## src/rtl/uart_regif_pkg.sv

```systemverilog
package uart_regif_pkg;
  localparam int REG_AW = 3;

  typedef enum logic [REG_AW-1:0] {
    RegData   = 3'd0,
    RegCtrl   = 3'd1,
    RegBaud   = 3'd2,
    RegAction = 3'd3,
    RegStatus = 3'd4
  } regSel_e;

  // strobes from the control side to the datapath
  typedef struct packed {
    logic rxPull;
    logic rxClear;
    logic txClear;
    logic txPush;
  } dpCmd_t;

  // status flag positions
  localparam int FL_RRDY = 0;
  localparam int FL_TRDY = 1;
  localparam int FL_OE   = 2;
  localparam int FL_BRK  = 3;
  localparam int FL_FE   = 4;
  localparam int FL_PE   = 5;
  localparam int NFLAGS  = 6;
endpackage

```

## src/rtl/uart_regif_fifo.sv

```systemverilog
module uart_regif_fifo #(
  parameter int WIDTH = 8,
  parameter int DEPTH = 16,
  localparam int AW = (DEPTH > 1) ? $clog2(DEPTH) : 1,
  localparam int CW = $clog2(DEPTH + 1)
) (
  input  logic             clk,
  input  logic             rst_n,
  input  logic             push,
  input  logic             pop,
  input  logic             clr,
  input  logic [WIDTH-1:0] din,
  output logic [WIDTH-1:0] head,
  output logic [CW-1:0]    count,
  output logic             full,
  output logic             empty
);
  logic [WIDTH-1:0] mem [DEPTH];
  logic [AW-1:0] wrPtr, rdPtr;
  logic doPush, doPop;

  assign full   = (count == CW'(DEPTH));
  assign empty  = (count == '0);
  assign doPush = push & ~full & ~clr;
  assign doPop  = pop & ~empty & ~clr;
  assign head   = mem[rdPtr];

  function automatic logic [AW-1:0] nextPtr(input logic [AW-1:0] p);
    return (p == AW'(DEPTH - 1)) ? '0 : p + 1'b1;
  endfunction

  always_ff @(posedge clk) begin
    if (doPush) mem[wrPtr] <= din;
  end

  always_ff @(posedge clk) begin
    if (!rst_n || clr) begin
      wrPtr <= '0;
      rdPtr <= '0;
      count <= '0;
    end else begin
      if (doPush) wrPtr <= nextPtr(wrPtr);
      if (doPop)  rdPtr <= nextPtr(rdPtr);
      if (doPush && !doPop)      count <= count + 1'b1;
      else if (doPop && !doPush) count <= count - 1'b1;
    end
  end

  AST_COUNT_BOUND: assert property (@(posedge clk) disable iff (!rst_n)
    count <= CW'(DEPTH));
  AST_FULL_DROPS: assert property (@(posedge clk) disable iff (!rst_n)
    full && push && !pop && !clr |=> count == CW'(DEPTH));
  AST_EMPTY_POP: assert property (@(posedge clk) disable iff (!rst_n)
    empty && pop && !push && !clr |=> count == '0);
endmodule

```

## src/rtl/uart_regif_dp.sv

```systemverilog
module uart_regif_dp
  import uart_regif_pkg::*;
#(
  parameter int DATA_W = 8,
  parameter int DEPTH  = 16,
  localparam int CW = $clog2(DEPTH + 1)
) (
  input  logic              clk,
  input  logic              rst_n,
  input  dpCmd_t            cmd,
  input  logic [DATA_W-1:0] txWrData,
  input  logic              rxStrobe,
  input  logic [DATA_W-1:0] rxChar,
  input  logic              txTake,
  output logic [CW-1:0]     rxCount,
  output logic [CW-1:0]     txCount,
  output logic [DATA_W-1:0] rxData,
  output logic              rxPushEmpty,
  output logic              rxDrop,
  output logic [DATA_W-1:0] txChar,
  output logic              txValid
);
  logic [DATA_W-1:0] rxHead;
  logic rxFull, rxEmpty, txFull, txEmpty;

  uart_regif_fifo #(.WIDTH(DATA_W), .DEPTH(DEPTH)) u_rxFifo (
    .clk(clk), .rst_n(rst_n), .push(rxStrobe), .pop(cmd.rxPull),
    .clr(cmd.rxClear), .din(rxChar), .head(rxHead), .count(rxCount),
    .full(rxFull), .empty(rxEmpty));

  uart_regif_fifo #(.WIDTH(DATA_W), .DEPTH(DEPTH)) u_txFifo (
    .clk(clk), .rst_n(rst_n), .push(cmd.txPush), .pop(txTake),
    .clr(cmd.txClear), .din(txWrData), .head(txChar), .count(txCount),
    .full(txFull), .empty(txEmpty));

  assign txValid     = ~txEmpty;
  assign rxPushEmpty = rxStrobe & rxEmpty & ~cmd.rxClear;
  assign rxDrop      = rxStrobe & rxFull;

  always_ff @(posedge clk) begin
    if (!rst_n)                       rxData <= '0;
    else if (cmd.rxPull && !rxEmpty)  rxData <= rxHead;
  end

  AST_PULL_LOADS: assert property (@(posedge clk) disable iff (!rst_n)
    cmd.rxPull && !rxEmpty |=> rxData == $past(rxHead));
  AST_EMPTY_PULL_HOLDS: assert property (@(posedge clk) disable iff (!rst_n)
    cmd.rxPull && rxEmpty |=> $stable(rxData));
  AST_TX_FULL_DROP: assert property (@(posedge clk) disable iff (!rst_n)
    txFull && cmd.txPush && !txTake && !cmd.txClear |=> txCount == CW'(DEPTH));
endmodule

```

## src/rtl/uart_regif_ctrl.sv

```systemverilog
module uart_regif_ctrl
  import uart_regif_pkg::*;
#(
  parameter int DATA_W = 8,
  parameter int DEPTH  = 16,
  localparam int CW = $clog2(DEPTH + 1)
) (
  input  logic              clk,
  input  logic              rst_n,
  input  logic              wrEn,
  input  logic [REG_AW-1:0] regAddr,
  input  logic [31:0]       wrData,
  output logic [31:0]       rdData,
  input  logic              rxStrobe,
  input  logic              rxFrameErr,
  input  logic              rxParityErr,
  input  logic              rxBreak,
  input  logic              bitTick,
  input  logic              rxPushEmpty,
  input  logic              rxDrop,
  input  logic [CW-1:0]     rxCount,
  input  logic [CW-1:0]     txCount,
  input  logic [DATA_W-1:0] rxData,
  output dpCmd_t            cmd,
  output logic [2:0]        wordLen,
  output logic              parityEn,
  output logic              parityEven,
  output logic              twoStop,
  output logic              handshakeEn,
  output logic              forceBreak,
  output logic [11:0]       baudMant,
  output logic [3:0]        baudExp,
  output logic              irq
);
  logic [25:0] ctlReg;
  logic [15:0] baudReg;
  logic [NFLAGS-1:0] flags, clrV, setV, hwSet, enV;
  logic [7:0] rdyDelay, dlyCnt;
  logic [3:0] txThresh;
  logic dlyActive, rdyFire, txBelow, actWr;
  logic unusedWr;

  assign unusedWr = ^wrData[31:26];
  assign actWr    = wrEn && regAddr == RegAction;

  assign wordLen     = ctlReg[8:6];
  assign parityEn    = ctlReg[9];
  assign parityEven  = ctlReg[10];
  assign twoStop     = ctlReg[11];
  assign handshakeEn = ctlReg[12];
  assign forceBreak  = ctlReg[13];
  assign rdyDelay    = ctlReg[21:14];
  assign txThresh    = ctlReg[25:22];
  assign baudMant    = baudReg[11:0];
  assign baudExp     = baudReg[15:12];

  always_ff @(posedge clk) begin
    if (!rst_n) begin
      ctlReg  <= '0;
      baudReg <= '0;
    end else if (wrEn) begin
      if (regAddr == RegCtrl) ctlReg  <= wrData[25:0];
      if (regAddr == RegBaud) baudReg <= wrData[15:0];
    end
  end

  // datapath strobes
  always_comb begin
    cmd.rxPull  = actWr & wrData[10];
    cmd.rxClear = actWr & wrData[11];
    cmd.txClear = actWr & wrData[12];
    cmd.txPush  = wrEn && regAddr == RegData;
  end

  // receive-ready delay timer
  assign rdyFire = dlyActive && (dlyCnt >= rdyDelay);
  always_ff @(posedge clk) begin
    if (!rst_n) begin
      dlyActive <= 1'b0;
      dlyCnt    <= '0;
    end else if (cmd.rxClear) begin
      dlyActive <= 1'b0;
    end else if (rxPushEmpty) begin
      dlyActive <= 1'b1;
      dlyCnt    <= '0;
    end else if (rdyFire) begin
      dlyActive <= 1'b0;
    end else if (dlyActive && bitTick) begin
      dlyCnt <= dlyCnt + 1'b1;
    end
  end

  assign txBelow = (txCount <= CW'(txThresh));

  // action bits remapped into status order
  always_comb begin
    clrV = '0;
    setV = '0;
    if (actWr) begin
      clrV[FL_RRDY] = wrData[0];  setV[FL_RRDY] = wrData[5];
      clrV[FL_OE]   = wrData[1];  setV[FL_OE]   = wrData[6];
      clrV[FL_BRK]  = wrData[2];  setV[FL_BRK]  = wrData[7];
      clrV[FL_FE]   = wrData[3];  setV[FL_FE]   = wrData[8];
      clrV[FL_PE]   = wrData[4];  setV[FL_PE]   = wrData[9];
      clrV[FL_TRDY] = wrData[13]; setV[FL_TRDY] = wrData[14];
    end
    hwSet          = '0;
    hwSet[FL_RRDY] = rdyFire;
    hwSet[FL_TRDY] = txBelow;
    hwSet[FL_OE]   = rxDrop;
    hwSet[FL_BRK]  = rxBreak;
    hwSet[FL_FE]   = rxStrobe & rxFrameErr;
    hwSet[FL_PE]   = rxStrobe & rxParityErr;
  end

  always_ff @(posedge clk) begin
    if (!rst_n) flags <= '0;
    else        flags <= (flags & ~clrV) | setV | hwSet;
  end

  always_comb begin
    enV          = '0;
    enV[FL_RRDY] = ctlReg[0];
    enV[FL_OE]   = ctlReg[1];
    enV[FL_BRK]  = ctlReg[2];
    enV[FL_FE]   = ctlReg[3];
    enV[FL_PE]   = ctlReg[4];
    enV[FL_TRDY] = ctlReg[5];
  end
  assign irq = |(flags & enV);

  always_comb begin
    case (regAddr)
      RegData:   rdData = 32'(rxData);
      RegCtrl:   rdData = {6'b0, ctlReg};
      RegBaud:   rdData = {16'b0, baudReg};
      RegStatus: rdData = {16'b0, 5'(txCount), 5'(rxCount), flags};
      default:   rdData = '0;
    endcase
  end

  AST_SET_WINS: assert property (@(posedge clk) disable iff (!rst_n)
    actWr && wrData[5] |=> flags[FL_RRDY]);
  AST_CLEAR_WORKS: assert property (@(posedge clk) disable iff (!rst_n)
    actWr && wrData[2] && !wrData[7] && !rxBreak |=> !flags[FL_BRK]);
  AST_OVERRUN_SETS: assert property (@(posedge clk) disable iff (!rst_n)
    rxDrop |=> flags[FL_OE]);
  AST_TRDY_LEVEL: assert property (@(posedge clk) disable iff (!rst_n)
    txCount <= CW'(txThresh) |=> flags[FL_TRDY]);
  AST_RRDY_FIRES: assert property (@(posedge clk) disable iff (!rst_n)
    rdyFire && !cmd.rxClear |=> flags[FL_RRDY]);
endmodule

```

## src/rtl/uart_regif.sv

```systemverilog
module uart_regif
  import uart_regif_pkg::*;
#(
  parameter int DATA_W = 8,
  parameter int DEPTH  = 16,
  localparam int CW = $clog2(DEPTH + 1)
) (
  input  logic              clk,
  input  logic              rst_n,
  input  logic              wrEn,
  input  logic [REG_AW-1:0] regAddr,
  input  logic [31:0]       wrData,
  output logic [31:0]       rdData,
  input  logic              rxStrobe,
  input  logic [DATA_W-1:0] rxChar,
  input  logic              rxFrameErr,
  input  logic              rxParityErr,
  input  logic              rxBreak,
  input  logic              bitTick,
  input  logic              txTake,
  output logic [DATA_W-1:0] txChar,
  output logic              txValid,
  input  logic              txSerialIn,
  output logic              txSerialOut,
  output logic [2:0]        wordLen,
  output logic              parityEn,
  output logic              parityEven,
  output logic              twoStop,
  output logic              handshakeEn,
  output logic [11:0]       baudMant,
  output logic [3:0]        baudExp,
  output logic              irq
);
  dpCmd_t cmd;
  logic [CW-1:0] rxCount, txCount;
  logic [DATA_W-1:0] rxData;
  logic rxPushEmpty, rxDrop, forceBreak;

  uart_regif_ctrl #(.DATA_W(DATA_W), .DEPTH(DEPTH)) u_ctrl (
    .clk(clk), .rst_n(rst_n), .wrEn(wrEn), .regAddr(regAddr),
    .wrData(wrData), .rdData(rdData), .rxStrobe(rxStrobe),
    .rxFrameErr(rxFrameErr), .rxParityErr(rxParityErr), .rxBreak(rxBreak),
    .bitTick(bitTick), .rxPushEmpty(rxPushEmpty), .rxDrop(rxDrop),
    .rxCount(rxCount), .txCount(txCount), .rxData(rxData), .cmd(cmd),
    .wordLen(wordLen), .parityEn(parityEn), .parityEven(parityEven),
    .twoStop(twoStop), .handshakeEn(handshakeEn), .forceBreak(forceBreak),
    .baudMant(baudMant), .baudExp(baudExp), .irq(irq));

  uart_regif_dp #(.DATA_W(DATA_W), .DEPTH(DEPTH)) u_dp (
    .clk(clk), .rst_n(rst_n), .cmd(cmd), .txWrData(wrData[DATA_W-1:0]),
    .rxStrobe(rxStrobe), .rxChar(rxChar), .txTake(txTake),
    .rxCount(rxCount), .txCount(txCount), .rxData(rxData),
    .rxPushEmpty(rxPushEmpty), .rxDrop(rxDrop), .txChar(txChar),
    .txValid(txValid));

  assign txSerialOut = forceBreak ? 1'b0 : txSerialIn;

  AST_BREAK_LOW: assert property (@(posedge clk) disable iff (!rst_n)
    forceBreak |-> !txSerialOut);
endmodule

```

## config.mk

```make
export PLATFORM = sky130hd
export DESIGN_NAME = uart_regif
export DESIGN_NICKNAME = d
export VERILOG_FILES = /design/src/rtl/uart_regif_pkg.sv /design/src/rtl/uart_regif_fifo.sv /design/src/rtl/uart_regif_dp.sv /design/src/rtl/uart_regif_ctrl.sv /design/src/rtl/uart_regif.sv
export SDC_FILE = /design/constraint.sdc
export NUM_CORES = 1
export LEC_CHECK = 0
export BUFFER_PORTS_ARGS = -buffer_cell sky130_fd_sc_hd__buf_2
export CORE_ASPECT_RATIO = 0.6
export CORE_UTILIZATION = 50
export DETAILED_ROUTE_END_ITERATION = 8
export HOLD_SLACK_MARGIN = 0.12
export PLACE_DENSITY = 0.75
export SLEW_MARGIN = 20
export SYNTH_ARGS = -nofsm -noshare
export SYNTH_HDL_FRONTEND = slang
export SYNTH_SLANG_ARGS = --single-unit
```

## constraint.sdc

```tcl
create_clock -name clk -period 8.5 [get_ports clk]
set_input_delay 0.85 -clock clk [delete_from_list [all_inputs] [get_ports clk]]
set_output_delay 0.85 -clock clk [all_outputs]
set_load 0.005 [all_outputs]
```

* After elaboration in Yosys (flattened, before gate mapping)
Memory sizes are Yosys's and may differ from the RTL's. A register that Yosys moved wholly into a read port is not among the register bits.
Index checks and enable logic that the tools add are counted.
** Word-level totals
- Register bits after elaboration :: 83
- Latch bits :: 0
- Memory bits (writable) :: 256
- ROM bits :: 0
- Bits of input ports :: 53
- Output and inout port bits :: 66
- Word-level logic and storage cells :: 116
- Memories :: 2
** Memories
- u_dp.u_rxFifo.mem :: depth 16, bits a word 8, rd ports 1, clocked after Yosys merged registers in 1, wr ports 1, RTL line uart_regif_fifo.sv:18 : logic [WIDTH-1:0] mem [DEPTH];
- u_dp.u_txFifo.mem :: depth 16, bits a word 8, rd ports 1, clocked after Yosys merged registers in 1, wr ports 1, RTL line uart_regif_fifo.sv:18
** Cells by class
- Add/subtract/negate cells :: 9
- Multiply operators :: 0
- Divide/modulo/power cells :: 0
- $lt $le $gt $ge :: 2
- Equality and inequality tests :: 11
- Shifts and indexed selects :: 0
- Multiplexer cells :: 23
- Bitwise logic cells :: 28
- Reductions and logical operators :: 30
** Operators by type and width (number)
- 26-bit one-hot mux with 4 select lines :: 1
- 4-bit 2-to-1 mux :: 6
- 8-bit 2-to-1 mux :: 3
- 5-bit 2-to-1 mux :: 4
- 4-bit by 1-bit adder with 4-bit output, second input constant :: 4
- 1-bit AND :: 16
- 4-bit == test, second input constant :: 4
- 6-bit AND :: 2
- 6-bit 2-to-1 mux :: 2
- 6-bit OR :: 2
- 5-bit by 1-bit adder with 5-bit output, second input constant :: 2
- 5-bit == test, second input constant :: 2
- 5-bit logical NOT :: 2
- 5-bit by 1-bit subtractor with 5-bit output, second input constant :: 2
- 1-bit logical AND :: 9
- 8-bit by 1-bit adder with 8-bit output, second input constant :: 1
- 8-bit >= comparator :: 1
- 2-bit nonzero test :: 4
- 1-bit logical NOT :: 7
- 1-bit 2-to-1 mux :: 7
- 1-bit inverter :: 7
- 3-bit by 2-bit == test with 1-bit output, second input constant :: 2
- 6-bit inverter :: 1
- 6-bit OR reduction :: 1
- other kinds (9) :: 11

* Longest topological paths before layout
- Word-level depth :: 9
- Gate-level depth with buffers :: 14
- Depth with buffers taken out :: 13

* Cells and area by module
A second synthesis with hierarchy kept.
** Second synthesis, totals
- Cells, all modules :: 1099
- Area total of the unflattened synthesis :: 15209.6 µm²
** Modules (own cells, without submodules)
- uart_regif_fifo (u_dp.u_rxFifo) :: times used 1, cells each 321, area each 5798.1 µm², seq. area each 4184.0 µm²
- uart_regif_fifo (u_dp.u_txFifo) :: times used 1, cells each 319, area each 5791.8 µm², seq. area each 4184.0 µm²
- uart_regif_ctrl :: times used 1, cells each 418, area each 3258.1 µm², seq. area each 1141.1 µm²
- uart_regif_dp :: times used 1, cells each 40, area each 347.8 µm², seq. area each 160.2 µm²
- uart_regif :: times used 1, cells each 1, area each 13.8 µm², seq. area each 0.0 µm²

* Worst setup path before layout
OpenSTA, ideal clock, no wires.
- Path type :: input-to-reg
- From :: in regAddr[1]
- To :: reg u_dp.u_txFifo.count[4]
- Setup time :: 0.070 ns
- Arrival time :: 3.314 ns
- Required time :: 8.430 ns
- Slack :: 5.117 ns
- Stages on the path :: 11
- Buffers on the path :: 2
- Path through :: buf_1 > a2111oi_0 > buf_2 > ha_1 > inv_1 > fa_1 > a21o_1 > a21oi_1 > xnor2_1 > or3_1 > a21oi_1
** Between the ends
- Longest elaborated chain between the ends :: 8
- Elaborated cells between the ends (all ways) :: 16
- Those cells by class :: eq/ne: 1; mux: 1; bitwise: 5; reduce/logical: 9
** RTL lines
- from (decl) :: RTL line uart_regif.sv:11 : input logic [REG_AW-1:0] regAddr,
- 3-bit by 2-bit == test with 1-bit output :: RTL line uart_regif_ctrl.sv:44 : assign actWr = wrEn && regAddr == RegAction;
- 1-bit logical AND :: RTL line uart_regif_ctrl.sv:44
- 1-bit AND :: RTL line uart_regif_ctrl.sv:71 : cmd.txClear = actWr & wrData[12];
- 1-bit inverter :: RTL line uart_regif_fifo.sv:24 : assign doPush = push & ~full & ~clr;
- 1-bit AND (*) :: RTL line uart_regif_fifo.sv:24
- named net u_dp.u_txFifo.doPush :: RTL line uart_regif_fifo.sv:20 : logic doPush, doPop;
- 1-bit logical NOT :: RTL line uart_regif_fifo.sv:45 : else if (doPop && !doPush) count <= count - 1'b1;
- 1-bit logical AND :: RTL line uart_regif_fifo.sv:45
- 2-bit nonzero test (no source line)
- to (signal assigned) :: RTL line uart_regif_fifo.sv:44 : if (doPush && !doPop) count <= count + 1'b1;
- to (signal assigned) :: RTL line uart_regif_fifo.sv:45
- to (decl) :: RTL line uart_regif_fifo.sv:14 : output logic [CW-1:0] count,
The timed path passes the listed nets; every way through them passes the cells marked *.
A chain may end at the register's enable or synchronous reset.

* Worst setup path in the final report
- From :: in regAddr[1]
- To :: reg u_dp.u_rxFifo.count[4]
** Between the ends
- Longest elaborated chain between the ends :: 8
- Elaborated cells between the ends (all ways) :: 15
- Those cells by class :: eq/ne: 1; mux: 1; bitwise: 6; reduce/logical: 7
** RTL lines (RTL line)
- 3-bit by 2-bit == test with 1-bit output (*) :: uart_regif_ctrl.sv:44
- 1-bit logical AND (*) :: uart_regif_ctrl.sv:44
- 1-bit AND (on tied branches) :: uart_regif_ctrl.sv:69, uart_regif_ctrl.sv:70
- 1-bit AND / 1-bit inverter (equally long branches) :: uart_regif_fifo.sv:25, uart_regif_fifo.sv:24
- 1-bit AND (on tied branches) :: uart_regif_fifo.sv:25, uart_regif_fifo.sv:24
- 1-bit logical NOT (on tied branches) :: uart_regif_fifo.sv:44, uart_regif_fifo.sv:45
- 1-bit logical AND (on tied branches) :: uart_regif_fifo.sv:44, uart_regif_fifo.sv:45
- 5-bit 2-to-1 mux / 2-bit nonzero test (equally long branches)
- to (signal assigned) :: uart_regif_fifo.sv:44
- to (signal assigned) :: uart_regif_fifo.sv:45
- to (decl) :: uart_regif_fifo.sv:14
Every way passes the cells marked *; elsewhere a longest branch is shown, timed or not.

==> flow_metrics.tcl <==
set metrics [dict create \
    drv_cap 0 \
    die_h_um 135 \
    core_um2 28800 \
    finClkSkew_ps 21.0 \
    tightest_slew_ps 1060 \
    synth.distinct_cells 49 \
    nNetsFinal 1211 \
    setup_violations 0 \
    finalWirelength_um 33400 \
    maxSlewViolCount 0 \
    clockBufferDepth 3 \
    tns_ps 0 \
    post_cts_buffers 0 \
    ys_async_sr_fraction_pct 0 \
    leakage_nw 5.63 \
    firstDrtPassIters 6 \
    cp-startpoint "regAddr[1]" \
    cts_tree "built" \
    p_per_area_nw_per_um2 236 \
    hpwl_um 22800 \
    drive_gt1_share_pct 22.2 \
    ys_seq_area_share_pct 65.5 \
    post_drt_wl_per_cell_um 21.8 \
    dieArea_um2 30000 \
    cp_slowest_cell "and4b_1" \
    synth.ff_latch_count 351 \
    cts_sinks 351 \
    final_util_pct 57.7 \
    cts_root_buf "clkbuf_16" \
    critPathArrivalTime_ps 4230 \
    synthCells 1029 \
    gr-total-overflow 0 \
    rr_startpoint "u_dp.u_rxFifo.count[0]$_SDFFE_PP0P_" \
    rsz0062_at_grt "no" \
    max-vdd-ir-drop_mv 0.133 \
    worstPathCellList "buf_2 -> and4b_1 -> o211ai_1 -> nor2_1 -> inv_1 -> ha_1 -> inv_1 -> ha_1 -> a21o_1 -> a21oi_1 -> xnor2_1 -> or3_1 -> a21oi_1" \
    critical-path-max-stage-delay_ps 680 \
    cts_hold_buf 0 \
    slew_headroom_pct 29.2 \
    min_path_type "flop to flop" \
    end_kind "flop" \
    drc_errors 0 \
    clk_pin_slew_ps 60 \
    place_congestion 0.907 \
    antenna_found_initial 3 \
    hold_viol 0 \
    antenna_left 0 \
    hold_start "u_ctrl.baudReg[8]$_SDFFE_PN0P_" \
    drtIter0Drc 1079 \
    critical_path_class "primary input to flop" \
    htree_levels 2 \
    num_rows 48 \
    grt.total_usage_pct 22.4 \
    via_count 8888 \
    die_x_um 223 \
    startpoint_type "primary input" \
    crit_required_ps 8940 \
    cts_buffers 34 \
    synthesis.area_um2 14600 \
    area_growth_pct 13.4 \
    ys.flop_type "edfxtp_1" \
    outcome "completed" \
    via_per_inst 5.81 \
    period_needed_ps 3790 \
    max_clock_freq_mhz 264 \
    fin_crit_sh_pct 44.6 \
    ios 119 \
    grt_pass1_vias 8462 \
    io_buffers 106 \
    crit_fanout 15 \
    initial_utilization_pct 50.9 \
    insertion_delay_ps 520 \
    grt_max_degree 50 \
    ys_warn_count 0 \
    synth-edff-count 256 \
    grt_first_pass_wirelength_um 50200 \
    synth.avg_cell_area_um2 14.2 \
    ctsResizeCount 0 \
]
-- metal layers --
| metal | routed length [µm] | share of wire [%] | vias up | track usage [%] |
|---|---|---|---|---|
| met2 | 14400 | 43 | 448 | 31.6 |
| met5 | 0 | 0 | - | 0 |
| met1 | 15000 | 45 | 4329 | 34.3 |
| li1 | - | - | 4055 | - |
| met3 | 3370 | 10 | 56 | 5.40 |
| met4 | 639 | 1.9 | 0 | 6.82 |
-- cell type report --
type,instances,area (µm²)
Antenna cell,4,10.0
Clock buffer,49,980
Clock inverter,13,119
Fill cell,2156,12200
Inverter,21,78.8
Multi-Input combinational cell,594,4680
Sequential cell,351,9590
Tap cell,375,469
Timing Repair Buffer,123,658
-- worst max-delay path, delay by kind of cell --
| kind | cells | cell delay, ps |
|---|---|---|
| and+or+nand+nor | 3 | 1320 |
| xor gates and xnor gates | 1 | 90 |
| AOI/OAI and AO/OA | 4 | 740 |
| adders and majority gates | 2 | 520 |
| buffers and inverters | 3 | 700 |
-- kinds of logic (layout without fill, tap and decap cells) --
| group | after synthesis | count (layout) | synth area share, % |
|---|---|---|---|
| flip-flops | 351 | 351 | 65.5 |
| AND/OR/NAND/NOR | 284 | 284 | 8.53 |
| AO/OA/AOI/OAI | 164 | 164 | 6.92 |
| other | 1 | 10 | 0.0256 |
| buffers and inverters | 89 | 206 | 2.70 |
| multiplexers | 93 | 93 | 12.5 |
| adder cells (fa/ha/maj) | 33 | 33 | 2.92 |
| XOR/XNOR | 14 | 14 | 0.838 |
-- power breakdown --
group	switching, W	total (W)	internal [W]
combinational	0.000270	0.000513	0.000243
clock	0.000630	0.00147	0.000842
sequential	0.0000475	0.00193	0.00188
total	0.000948	0.00391	0.00297
-- flip-flops by register name, summed over array words and instances, names as in the netlist, 5 cells and up, named ones only --
signal               cells
u_ctrl.baudReg          16
u_ctrl.ctlReg           26
u_ctrl.dlyCnt            8
u_ctrl.flags             6
u_dp.rxData              8
u_dp.u_rxFifo.count      5
u_dp.u_rxFifo.mem      128
u_dp.u_txFifo.count      5
u_dp.u_txFifo.mem      128
-- Yosys cell counts (2+ instances only) --
master,instances,area share [%]
clkbuf_1,36,0.92
or3_1,6,0.26
a222oi_1,3,0.21
ha_1,31,2.7
nand3_1,8,0.27
nand2b_1,8,0.34
o21ai_0,24,0.82
nand2_1,141,3.6
a21o_1,7,0.36
nor2_1,69,1.8
inv_1,21,0.54
xor2_1,9,0.54
nor2b_1,16,0.68
a31oi_1,5,0.21
a21oi_1,83,2.8
a22o_1,8,0.48
mux2i_1,21,1.4
fa_1,2,0.27
buf_1,7,0.18
buf_4,12,0.62
edfxtp_1,256,53
nor3_1,9,0.31
xnor2_1,5,0.30
a211oi_1,8,0.41
or4_1,3,0.15
a221oi_1,2,0.12
and2_1,13,0.56
buf_2,13,0.44
and3_1,3,0.13
mux4_2,72,11
dfxtp_1,95,13
a22oi_1,12,0.62
nor4_1,2,0.086
a311oi_1,3,0.18
o31ai_1,2,0.10
-- cells in the final DEF (no fill, tap or decap), types with 6 or more instances in the layout --
master / n
a211oi_1: 8
mux4_2: 72
a21oi_1: 83
ha_1: 31
conb_1: 6
nand2b_1: 8
xor2_1: 9
nor2b_1: 16
nor2_1: 69
nand2_1: 141
a21o_1: 7
buf_4: 17
clkbuf_1: 7
and2_1: 13
inv_1: 21
or3_1: 6
o21ai_0: 24
clkbuf_16: 35
buf_2: 106
edfxtp_1: 256
nand3_1: 8
a22oi_1: 12
mux2i_1: 21
dfxtp_1: 93
a22o_1: 8
nor3_1: 9
-- through the flow --
step	hold WS (ps)	instance area, µm²	std cells	setup WS, ps	total power, W
5_1_grt	491	16600	1529	4480	0.00406
6_report	475	16600	1530	4710	0.00391
3_3_place_gp	456	15500	1464	4420	0.00246
2_1_floorplan	441	14600	1034	5120	0.00232
3_5_place_dp	464	15500	1464	4320	0.00248
4_1_cts	473	16600	1526	4820	0.00394
-- path summary, 6_finish.rpt --
path | endpoint | slack [ps] | cells past startpoint
min reg2reg | u_ctrl.baudReg[8]$_SDFFE_PN0P_ | 470 | 2
min | u_ctrl.baudReg[8]$_SDFFE_PN0P_ | 470 | 2
max reg2reg | u_dp.u_rxFifo.count[4]$_SDFFE_PP0P_ | 5280 | 12
max | u_dp.u_rxFifo.count[4]$_SDFFE_PP0P_ | 4710 | 13
Power figures use the tool's default switching activity.
